[config.mk]
export PLATFORM = sky130hd
export DESIGN_NAME = adc_serial_port_emu
export DESIGN_NICKNAME = d
export VERILOG_FILES = /design/src/rtl/adc_emu_pkg.sv /design/src/rtl/adc_emu_edge.sv /design/src/rtl/adc_emu_bitsel.sv /design/src/rtl/adc_emu_ctrl.sv /design/src/rtl/adc_serial_port_emu.sv
export SDC_FILE = /design/constraint.sdc
export NUM_CORES = 1
export LEC_CHECK = 0
export BUFFER_PORTS_ARGS = -buffer_cell sky130_fd_sc_hd__buf_2
export CORE_UTILIZATION = 35
export DETAILED_ROUTE_END_ITERATION = 16
export HOLD_SLACK_MARGIN = 0.03
export PLACE_DENSITY = 0.59
export SLEW_MARGIN = 20
export SYNTH_ARGS = -nofsm -noshare
export SYNTH_HDL_FRONTEND = slang
export SYNTH_SLANG_ARGS = --single-unit
[constraint.sdc]
create_clock -name clk -period 6.25 [get_ports clk]
set_clock_uncertainty 0.1 [all_clocks]
set_input_delay 1.25 -clock clk [delete_from_list [all_inputs] [get_ports clk]]
set_output_delay 1.25 -clock clk [all_outputs]
set_load 0.01 [all_outputs]
[src/rtl/adc_emu_pkg.sv]
package adc_emu_pkg;

    typedef enum logic [1:0] {
        ST_IDLE  = 2'd0,
        ST_HOLD  = 2'd1,
        ST_TRACK = 2'd2,
        ST_DONE  = 2'd3
    } emu_state_e;

    // Resolution code: 01 -> W-2, 10 -> W-4, others -> W
    function automatic int unsigned res_width(input logic [1:0] sel, input int unsigned full_w);
        unique case (sel)
            2'b01:   return full_w - 2;
            2'b10:   return full_w - 4;
            default: return full_w;
        endcase
    endfunction

endpackage

[src/rtl/adc_emu_edge.sv]
module adc_emu_edge #(
    parameter int   SYNC_STAGES = 2,
    parameter logic IDLE_LEVEL  = 1'b1
) (
    input  logic clk,
    input  logic rst_n,
    input  logic din,
    output logic rise,
    output logic fall
);
    logic [SYNC_STAGES:0] sh_q;

    always_ff @(posedge clk or negedge rst_n) begin
        if (!rst_n) sh_q <= {(SYNC_STAGES+1){IDLE_LEVEL}};
        else        sh_q <= {sh_q[SYNC_STAGES-1:0], din};
    end

    assign rise = sh_q[SYNC_STAGES-1] & ~sh_q[SYNC_STAGES];
    assign fall = ~sh_q[SYNC_STAGES-1] & sh_q[SYNC_STAGES];
endmodule

[src/rtl/adc_emu_bitsel.sv]
module adc_emu_bitsel #(
    parameter int DATA_W = 12,
    parameter int LEAD   = 2,
    parameter int CW     = 5
) (
    input  logic [DATA_W-1:0] word,
    input  logic [CW-1:0]     pos,
    input  logic [CW-1:0]     nbits,
    output logic              bit_o
);
    int p_i;
    int n_i;

    always_comb begin
        p_i   = int'(pos);
        n_i   = int'(nbits);
        bit_o = 1'b0;
        if (p_i >= LEAD && p_i < LEAD + n_i)
            bit_o = word[DATA_W-1-(p_i-LEAD)];
    end
endmodule

[src/rtl/adc_emu_ctrl.sv]
module adc_emu_ctrl
    import adc_emu_pkg::*;
#(
    parameter int DATA_W      = 12,
    parameter int LEAD        = 2,
    parameter int FRAME_FALLS = 16,
    localparam int CW         = $clog2(FRAME_FALLS + 1)
) (
    input  logic              clk,
    input  logic              rst_n,
    input  logic              cs_fall,
    input  logic              cs_rise,
    input  logic              sck_fall,
    input  logic              sck_rise,
    input  logic [1:0]        res_sel,
    input  logic [DATA_W-1:0] sample_in,
    output logic [CW-1:0]     cnt,
    output logic [CW-1:0]     nbits,
    output logic [DATA_W-1:0] word,
    output logic              oe,
    output logic              hold,
    output logic              pd,
    output logic              stale
);
    localparam logic [CW-1:0] LAST_FALL = CW'(FRAME_FALLS - 1);
    localparam logic [CW-1:0] NARROW_W  = CW'(DATA_W - 4);

    emu_state_e      state, state_n;
    logic [CW-1:0]   need_falls, hold_end;

    assign need_falls = nbits + CW'(LEAD);
    assign hold_end   = nbits + CW'(LEAD - 1);

    // next-state decision
    always_comb begin
        state_n = state;
        unique case (state)
            ST_IDLE:  if (cs_fall) state_n = ST_HOLD;
            ST_HOLD: begin
                if (cs_rise)                                 state_n = ST_IDLE;
                else if (sck_rise && cnt == hold_end)        state_n = ST_TRACK;
                else if (sck_fall && cnt == LAST_FALL)       state_n = ST_DONE;
            end
            ST_TRACK: begin
                if (cs_rise)                                 state_n = ST_IDLE;
                else if (sck_fall && cnt == LAST_FALL)       state_n = ST_DONE;
            end
            ST_DONE:  if (cs_rise) state_n = ST_IDLE;
        endcase
    end

    // state register and frame bookkeeping
    always_ff @(posedge clk or negedge rst_n) begin
        if (!rst_n) begin
            state <= ST_IDLE;
            cnt   <= '0;
            nbits <= CW'(DATA_W);
            word  <= '0;
            pd    <= 1'b0;
            stale <= 1'b0;
        end else begin
            state <= state_n;
            if (state == ST_IDLE) begin
                if (cs_fall) begin
                    cnt   <= '0;
                    word  <= sample_in;
                    nbits <= CW'(res_width(res_sel, DATA_W));
                    stale <= pd;
                end
            end else if (cs_rise) begin
                stale <= 1'b0;
                cnt   <= '0;
                if (cnt < need_falls) begin
                    if (nbits == NARROW_W) pd <= 1'b1;
                end else begin
                    pd <= 1'b0;
                end
            end else if (sck_fall && state != ST_DONE) begin
                cnt <= cnt + 1'b1;
            end
        end
    end

    // outputs decoded from state
    always_comb begin
        oe   = (state == ST_HOLD) || (state == ST_TRACK);
        hold = (state == ST_HOLD);
    end

    p_open_frame_r2: assert property (@(posedge clk) disable iff (!rst_n)
        (cs_fall && state == ST_IDLE) |=> (hold && oe && cnt == '0));
    p_fall_bound_r5: assert property (@(posedge clk) disable iff (!rst_n)
        cnt <= CW'(FRAME_FALLS));
    p_done_after_all_r5: assert property (@(posedge clk) disable iff (!rst_n)
        (state == ST_DONE) |-> (cnt == CW'(FRAME_FALLS)));
    p_track_late_r4: assert property (@(posedge clk) disable iff (!rst_n)
        (state == ST_TRACK) |-> (cnt >= hold_end));
    p_pd_narrow_r8: assert property (@(posedge clk) disable iff (!rst_n)
        $rose(pd) |-> ($past(nbits) == NARROW_W && $past(cs_rise)));
    p_pd_wake_full_r9: assert property (@(posedge clk) disable iff (!rst_n)
        $fell(pd) |-> ($past(cnt) >= $past(need_falls)));
endmodule

[src/rtl/adc_serial_port_emu.sv]
module adc_serial_port_emu #(
    parameter int DATA_W      = 12,
    parameter int SYNC_STAGES = 2
) (
    input  logic              clk,
    input  logic              rst_n,
    input  logic              cs_n,
    input  logic              sclk,
    input  logic [1:0]        res_sel,
    input  logic [DATA_W-1:0] sample_in,
    output logic              sdo,
    output logic              sdo_oe,
    output logic              hold,
    output logic              pwr_down,
    output logic              sample_stale
);
    localparam int LEAD        = 2;
    localparam int FRAME_FALLS = 16;
    localparam int CW          = $clog2(FRAME_FALLS + 1);

    logic          cs_rise, cs_fall, sck_rise, sck_fall;
    logic [CW-1:0] cnt, nbits;
    logic [DATA_W-1:0] word;
    logic          bit_v, oe;

    adc_emu_edge #(.SYNC_STAGES(SYNC_STAGES), .IDLE_LEVEL(1'b1)) u_cs_edge (
        .clk(clk), .rst_n(rst_n), .din(cs_n), .rise(cs_rise), .fall(cs_fall));

    adc_emu_edge #(.SYNC_STAGES(SYNC_STAGES), .IDLE_LEVEL(1'b1)) u_sck_edge (
        .clk(clk), .rst_n(rst_n), .din(sclk), .rise(sck_rise), .fall(sck_fall));

    adc_emu_ctrl #(.DATA_W(DATA_W), .LEAD(LEAD), .FRAME_FALLS(FRAME_FALLS)) u_ctrl (
        .clk(clk), .rst_n(rst_n),
        .cs_fall(cs_fall), .cs_rise(cs_rise),
        .sck_fall(sck_fall), .sck_rise(sck_rise),
        .res_sel(res_sel), .sample_in(sample_in),
        .cnt(cnt), .nbits(nbits), .word(word),
        .oe(oe), .hold(hold), .pd(pwr_down), .stale(sample_stale));

    adc_emu_bitsel #(.DATA_W(DATA_W), .LEAD(LEAD), .CW(CW)) u_bitsel (
        .word(word), .pos(cnt), .nbits(nbits), .bit_o(bit_v));

    assign sdo_oe = oe;
    assign sdo    = oe & bit_v;

    p_quiet_when_off_r5: assert property (@(posedge clk) disable iff (!rst_n)
        !sdo_oe |-> !sdo);
    p_hold_inside_frame_r4: assert property (@(posedge clk) disable iff (!rst_n)
        $rose(hold) |-> $rose(sdo_oe));
endmodule

==> impl_metrics.tcl, run 1 <==
set metrics [dict create \
    synth_area_leaders "dfrtp_1, ha_1, dfstp_2, mux2_2, a21oi_1" \
    finalWeightedCongestion 0.785 \
    area_growth_pct 16.6 \
    met3_usage_pct 3.32 \
    setup-tns-final_ns 0 \
    coreArea_mm2 0.00441 \
    avgSynthCellArea_um2 11.5 \
    grt_first_pass_wirelength_um 5270 \
    fmax_ghz 0.282 \
    hpwl_um 2240 \
    numCtsBuffers 5 \
    dr.pass1.iters 4 \
    r2r_end "u_ctrl.word[9]" \
    start_util_pct 36.9 \
    clock_latency_ns 0.28 \
    r2r-start "u_ctrl.state[0]" \
    worstPathArrival_ns 2.20 \
    post-place-ws_ns 2.99 \
    rsz0062_at_grt "false" \
    die_w_um 70.2 \
    avgViaCountPerCell 5.14 \
    r2r_slack_ns 3.94 \
    synth_warnings 0 \
    grt_use_total_pct 14.1 \
    yosysUniqueCellTypes 34 \
    power.ir.vdd_worst_v 0.000186 \
    die_h_um 70.2 \
    tritoncts "done" \
    routed-via-count 1131 \
    netlist_area_mm2 0.00163 \
    wl_per_cell_um 14.3 \
    met2_usage_pct 22.6 \
    finalHoldViolCount 0 \
    drv_cap 0 \
    power_per_cell_area_mw_per_mm2 429 \
    fin_crit_sh_pct 56.8 \
    nets 201 \
    root_buffer "clkbuf_8" \
    io_pins 23 \
    yosysTopAreaCell "dfrtp_1" \
    layout-drive-gt1-share_pct 33.9 \
    slew_headroom_pct 46.4 \
    hp-start "u_sck_edge.sh_q[0]" \
    min_path_type "reg -> reg" \
    reg2regPathDepth 4 \
    period_minus_slack_ns 3.55 \
    yosys.area.top_type_share_pct 33.8 \
    grt_use_met1_pct 17.7 \
    worst_slew_pin_slew_ns 0.802 \
    start_kind "register" \
    postCtsHoldBufs 0 \
    worst-setup-path-type "reg -> out" \
    postLayoutCoreUtil_pct 43.0 \
    h-tree-depth 2 \
    netlist_instances 142 \
    ant_nets 0 \
    die_area_mm2 0.00493 \
    grt_pass1_vias 1117 \
    clockBufferDepth 2 \
    required_ns 4.90 \
    setup_viol 0 \
    status "completed" \
    hold_depth 0 \
    grt_max_degree 30 \
    antenna_found_initial 0 \
    setup_slack_ns 2.70 \
    slew_viol_final 0 \
    io_buffers 22 \
    yosysSeqAreaShare_pct 45.1 \
    clkTransAtPathRegs_ns 0.07 \
    row_count 24 \
    overflow 0 \
    antenna_cells 0 \
    hold_end "u_sck_edge.sh_q[1]" \
    synth_seq_cells 29 \
    leakagePower_uw 0.000903 \
    end_kind "primary output" \
    post_cts_buffers 0 \
    synth_nets 176 \
    drt_iter0_drc 77 \
    wl_um 3140 \
    path_max_fanout 4 \
    cts_resized 0 \
    drc 0 \
    grt_most_used_layer "met2" \
    cts.sinks 29 \
]
-- metrics by stage --
| step | instance area (um2) | hold slack [ns] | total power (uW) | std cells |
|---|---|---|---|---|
| floorplan | 1630 | 0.245 | 542 | 142 |
| global placement | 1780 | 0.248 | 602 | 212 |
| detailed placement | 1780 | 0.247 | 620 | 212 |
| CTS | 1900 | 0.245 | 828 | 220 |
| global route | 1900 | 0.258 | 885 | 220 |
| finish | 1900 | 0.245 | 813 | 220 |
-- worst max-delay path, cell delays in order (launching register included) --
cell     delay [ns]
dfstp_2        0.56
inv_1          0.05
ha_1           0.26
inv_1          0.04
ha_1           0.27
a21oi_1        0.14
o21ai_0        0.14
nor4_1         0.29
buf_2          0.18
-- layout make-up --
class | count | area [um2]
Fill cell | 437 | 2520
Multi-Input combinational cell | 96 | 820
Sequential cell | 29 | 734
Timing Repair Buffer | 22 | 110
Clock buffer | 6 | 82.6
Tap cell | 52 | 65.1
Inverter | 13 | 48.8
Clock inverter | 2 | 37.5
-- cell usage after synthesis --
master,count
o221ai_1,1
nand4b_4,1
nor3_1,4
mux2i_1,3
buf_2,2
ha_1,16
and3b_1,1
o21ai_0,5
dfrtp_1,22
a21boi_0,2
nor3b_2,1
mux2_2,15
nor2_1,4
a211oi_1,1
a31oi_1,2
o41a_1,1
and3_1,2
or3_1,1
nand4_1,1
nand2_1,4
nand3_1,2
o221a_2,3
a21oi_1,10
buf_6,1
clkbuf_1,1
nand2b_1,2
and2b_1,1
nor2b_1,3
nor4_1,4
inv_1,13
o22ai_1,3
xor2_1,2
dfstp_2,7
mux4_1,1
-- how the worst max path moves through the flow --
stage / depth (start not counted) / slack (ns) / from / end
6_report: 8 / 2.70 / u_ctrl.nbits[2] / sdo
3_5_place_dp: 8 / 2.99 / u_ctrl.nbits[2] / sdo
3_3_place_gp: 8 / 3.05 / u_ctrl.nbits[2] / sdo
4_1_cts: 8 / 2.67 / u_ctrl.nbits[2] / sdo
2_1_floorplan: 7 / 3.10 / u_ctrl.nbits[2] / sdo
5_1_grt: 8 / 2.54 / u_ctrl.nbits[2] / sdo
-- state kept, by name, summed over array words and instances (netlist names) --
register / cells
u_ctrl.stale: 1
u_ctrl.cnt: 5
u_ctrl.word: 12
u_sck_edge.sh_q: 3
u_cs_edge.sh_q: 3
u_ctrl.nbits: 2
u_ctrl.state: 2
u_ctrl.pd: 1
-- per-layer routing --
metal,wire length (um),vias up
met5,0,-
met4,67,0
met3,121,9
met2,1550,24
met1,1400,533
li1,-,565
-- logic make-up after synthesis --
family                   after synthesis  share of synthesized area [%]
AO/OA/AOI/OAI                         28                           11.2
XOR/XNOR                               2                           1.08
adder cells (fa/ha/maj)               16                           12.3
buffers and inverters                 17                           4.53
flip-flops                            29                           45.1
multiplexers                          19                           13.8
AND/OR/NAND/NOR                       31                           11.9
-- placed cells by master (no fill, tap or decap), types with 3 or more instances in the layout --
cell type / n
inv_1: 13
clkbuf_8: 6
dfrtp_1: 22
ha_1: 16
buf_2: 22
nand2_1: 4
dfstp_2: 7
mux2_2: 15
nor3_1: 4
mux2i_1: 3
o21ai_0: 5
nor2_1: 4
o22ai_1: 3
nor2b_1: 3
o221a_2: 3
nor4_1: 4
a21oi_1: 10
-- power by group --
group | total (uW) | internal [uW] | switching [uW]
sequential | 324 | 257 | 67.7
clock | 201 | 129 | 71.8
combinational | 288 | 153 | 135
total | 813 | 539 | 274
(Power assumes the default switching activity.)
==> run 2, diff against run 1 <==
- PLACE_DENSITY: 0.59 -> 0.61
- clock period: 6.25 -> 3.2 ns (I/O delays scaled with it)
==> impl_metrics.tcl, run 2 (same netlist as run 1, synthesis figures left out) <==
set metrics [dict create \
    finalHoldViolCount 0 \
    path_max_fanout 4 \
    row_count 24 \
    setup-tns-final_ns 0 \
    power.ir.vdd_worst_v 0.000360 \
    largest_register_ffs 12 \
    ant_nets 0 \
    drt_iter0_drc 58 \
    post_cts_buffers 0 \
    avgViaCountPerCell 5.34 \
    rsz0062_at_grt "false" \
    worstPathArrival_ns 2.23 \
    cts_resized 0 \
    worst_slew_pin_slew_ns 0.828 \
    numCtsBuffers 5 \
    postCtsHoldBufs 0 \
    tritoncts "done" \
    end_kind "primary output" \
    top_regs "u_ctrl.word: 12 flops, u_ctrl.cnt: 5 flops" \
    wl_per_cell_um 14.4 \
    crit_chain "inv_1 -> ha_1 -> inv_1 -> ha_1 -> a21oi_1 -> o21ai_0 -> nor4_1 -> buf_2" \
    critPathSlowestCell "dfstp_2" \
    power_uw 1490 \
    coreArea_mm2 0.00441 \
    start_util_pct 36.9 \
    register_area_um2 734 \
    hpwl_um 2270 \
    leakagePower_uw 0.000891 \
    layout-drive-gt1-share_pct 33.3 \
    required_ns 2.46 \
    h-tree-depth 2 \
    power_per_cell_area_mw_per_mm2 801 \
    worst-setup-path-type "reg -> out" \
    fillCellCount 397 \
    nets 201 \
    start_kind "register" \
    fmax_ghz 0.337 \
    slew_viol_final 0 \
    min_path_type "reg -> reg" \
    die_h_um 70.2 \
    final_cell_mix "buf_2, dfrtp_1, ha_1, mux2_2, inv_1" \
    dr.pass1.iters 6 \
    period_minus_slack_ns 2.97 \
    antenna_found_initial 0 \
    clock_latency_ns 0.28 \
    root_buffer "clkbuf_8" \
    multiInputGateArea_um2 820 \
    grt_first_pass_wirelength_um 5380 \
    drv_cap 0 \
    clockBufferDepth 2 \
    io_pins 23 \
    overflow 0 \
    cp_slowest_stage_delay_ns 0.57 \
    area_growth_pct 14.3 \
    wl_um 3180 \
    slew_headroom_pct 44.7 \
    finalWeightedCongestion 0.843 \
    setup_viol 0 \
    fin_hold_ws_ns 0.255 \
    io_buffers 22 \
    max_flop_register "u_ctrl.word" \
    grt_use_total_pct 14.1 \
    clkTransAtPathRegs_ns 0.06 \
    grt_max_degree 30 \
    antenna_cells 0 \
    drc 0 \
    fin_crit_sh_pct 92.7 \
    die_area_mm2 0.00493 \
    grt_pass1_vias 1191 \
    routed-via-count 1174 \
    cts.sinks 29 \
    die_w_um 70.2 \
    status "completed" \
]
[run 2: cell types whose count changed in the layout (fill, tap and decap cells not counted), sizes merged]
cell      change
clkinv        +2
bufinv        -1
clkinvlp      -1
[run 2: final timing paths]
check,startpoint,end,slack [ns],cells past startpoint
min in group asynchronous,rst_n,u_ctrl.cnt[0],0.29,1
setup / recovery,u_ctrl.nbits[2],sdo,0.23,8
hold reg to reg,u_sck_edge.sh_q[0],u_sck_edge.sh_q[1],0.26,0
max in group asynchronous,rst_n,u_ctrl.word[3],2.29,1
setup reg to reg,u_ctrl.state[0],u_ctrl.word[11],0.84,4
hold / removal,u_sck_edge.sh_q[0],u_sck_edge.sh_q[1],0.26,0
[run 2: routing by layer]
layer / global-route usage (%) / vias to the layer above / wire [um]
met5: 0 / - / 0
met4: 8.44 / 0 / 127
met3: 4.18 / 15 / 124
met2: 22.2 / 29 / 1540
met1: 16.9 / 565 / 1390
li1: - / 565 / -
[run 2: layout make-up]
class                           instances  share of cell area [%]
Clock buffer                            6                    3.90
Timing Repair Buffer                   22                    5.92
Sequential cell                        29                    39.5
Multi-Input combinational cell         96                    44.0
Clock inverter                          2                   0.538
Tap cell                               52                    3.50
Inverter                               13                    2.62
[run 2: where the power goes]
group / switching [uW] / internal, uW
clock: 134 / 150
sequential: 133 / 501
combinational: 273 / 298
total: 540 / 950
[run 2: stage by stage]
stage / setup slack (ns) / util (%) / std cells / area (um2)
6_report: 0.234 / 42.1 / 220 / 1860
5_1_grt: 0.0535 / 42.1 / 220 / 1860
4_1_cts: 0.232 / 42.1 / 220 / 1860
3_5_place_dp: 0.550 / 40.3 / 212 / 1780
3_3_place_gp: 0.584 / 40.3 / 212 / 1780
2_1_floorplan: 0.662 / - / 142 / 1630
[run 2: worst max-delay path, delay by kind of cell, from the launching register on]
kind	cells	cell delay, ns
AOI/OAI and AO/OA	2	0.26
adders and majority gates	2	0.53
buffers and inverters	3	0.28
DFF	1	0.57
and+or+nand+nor	1	0.32
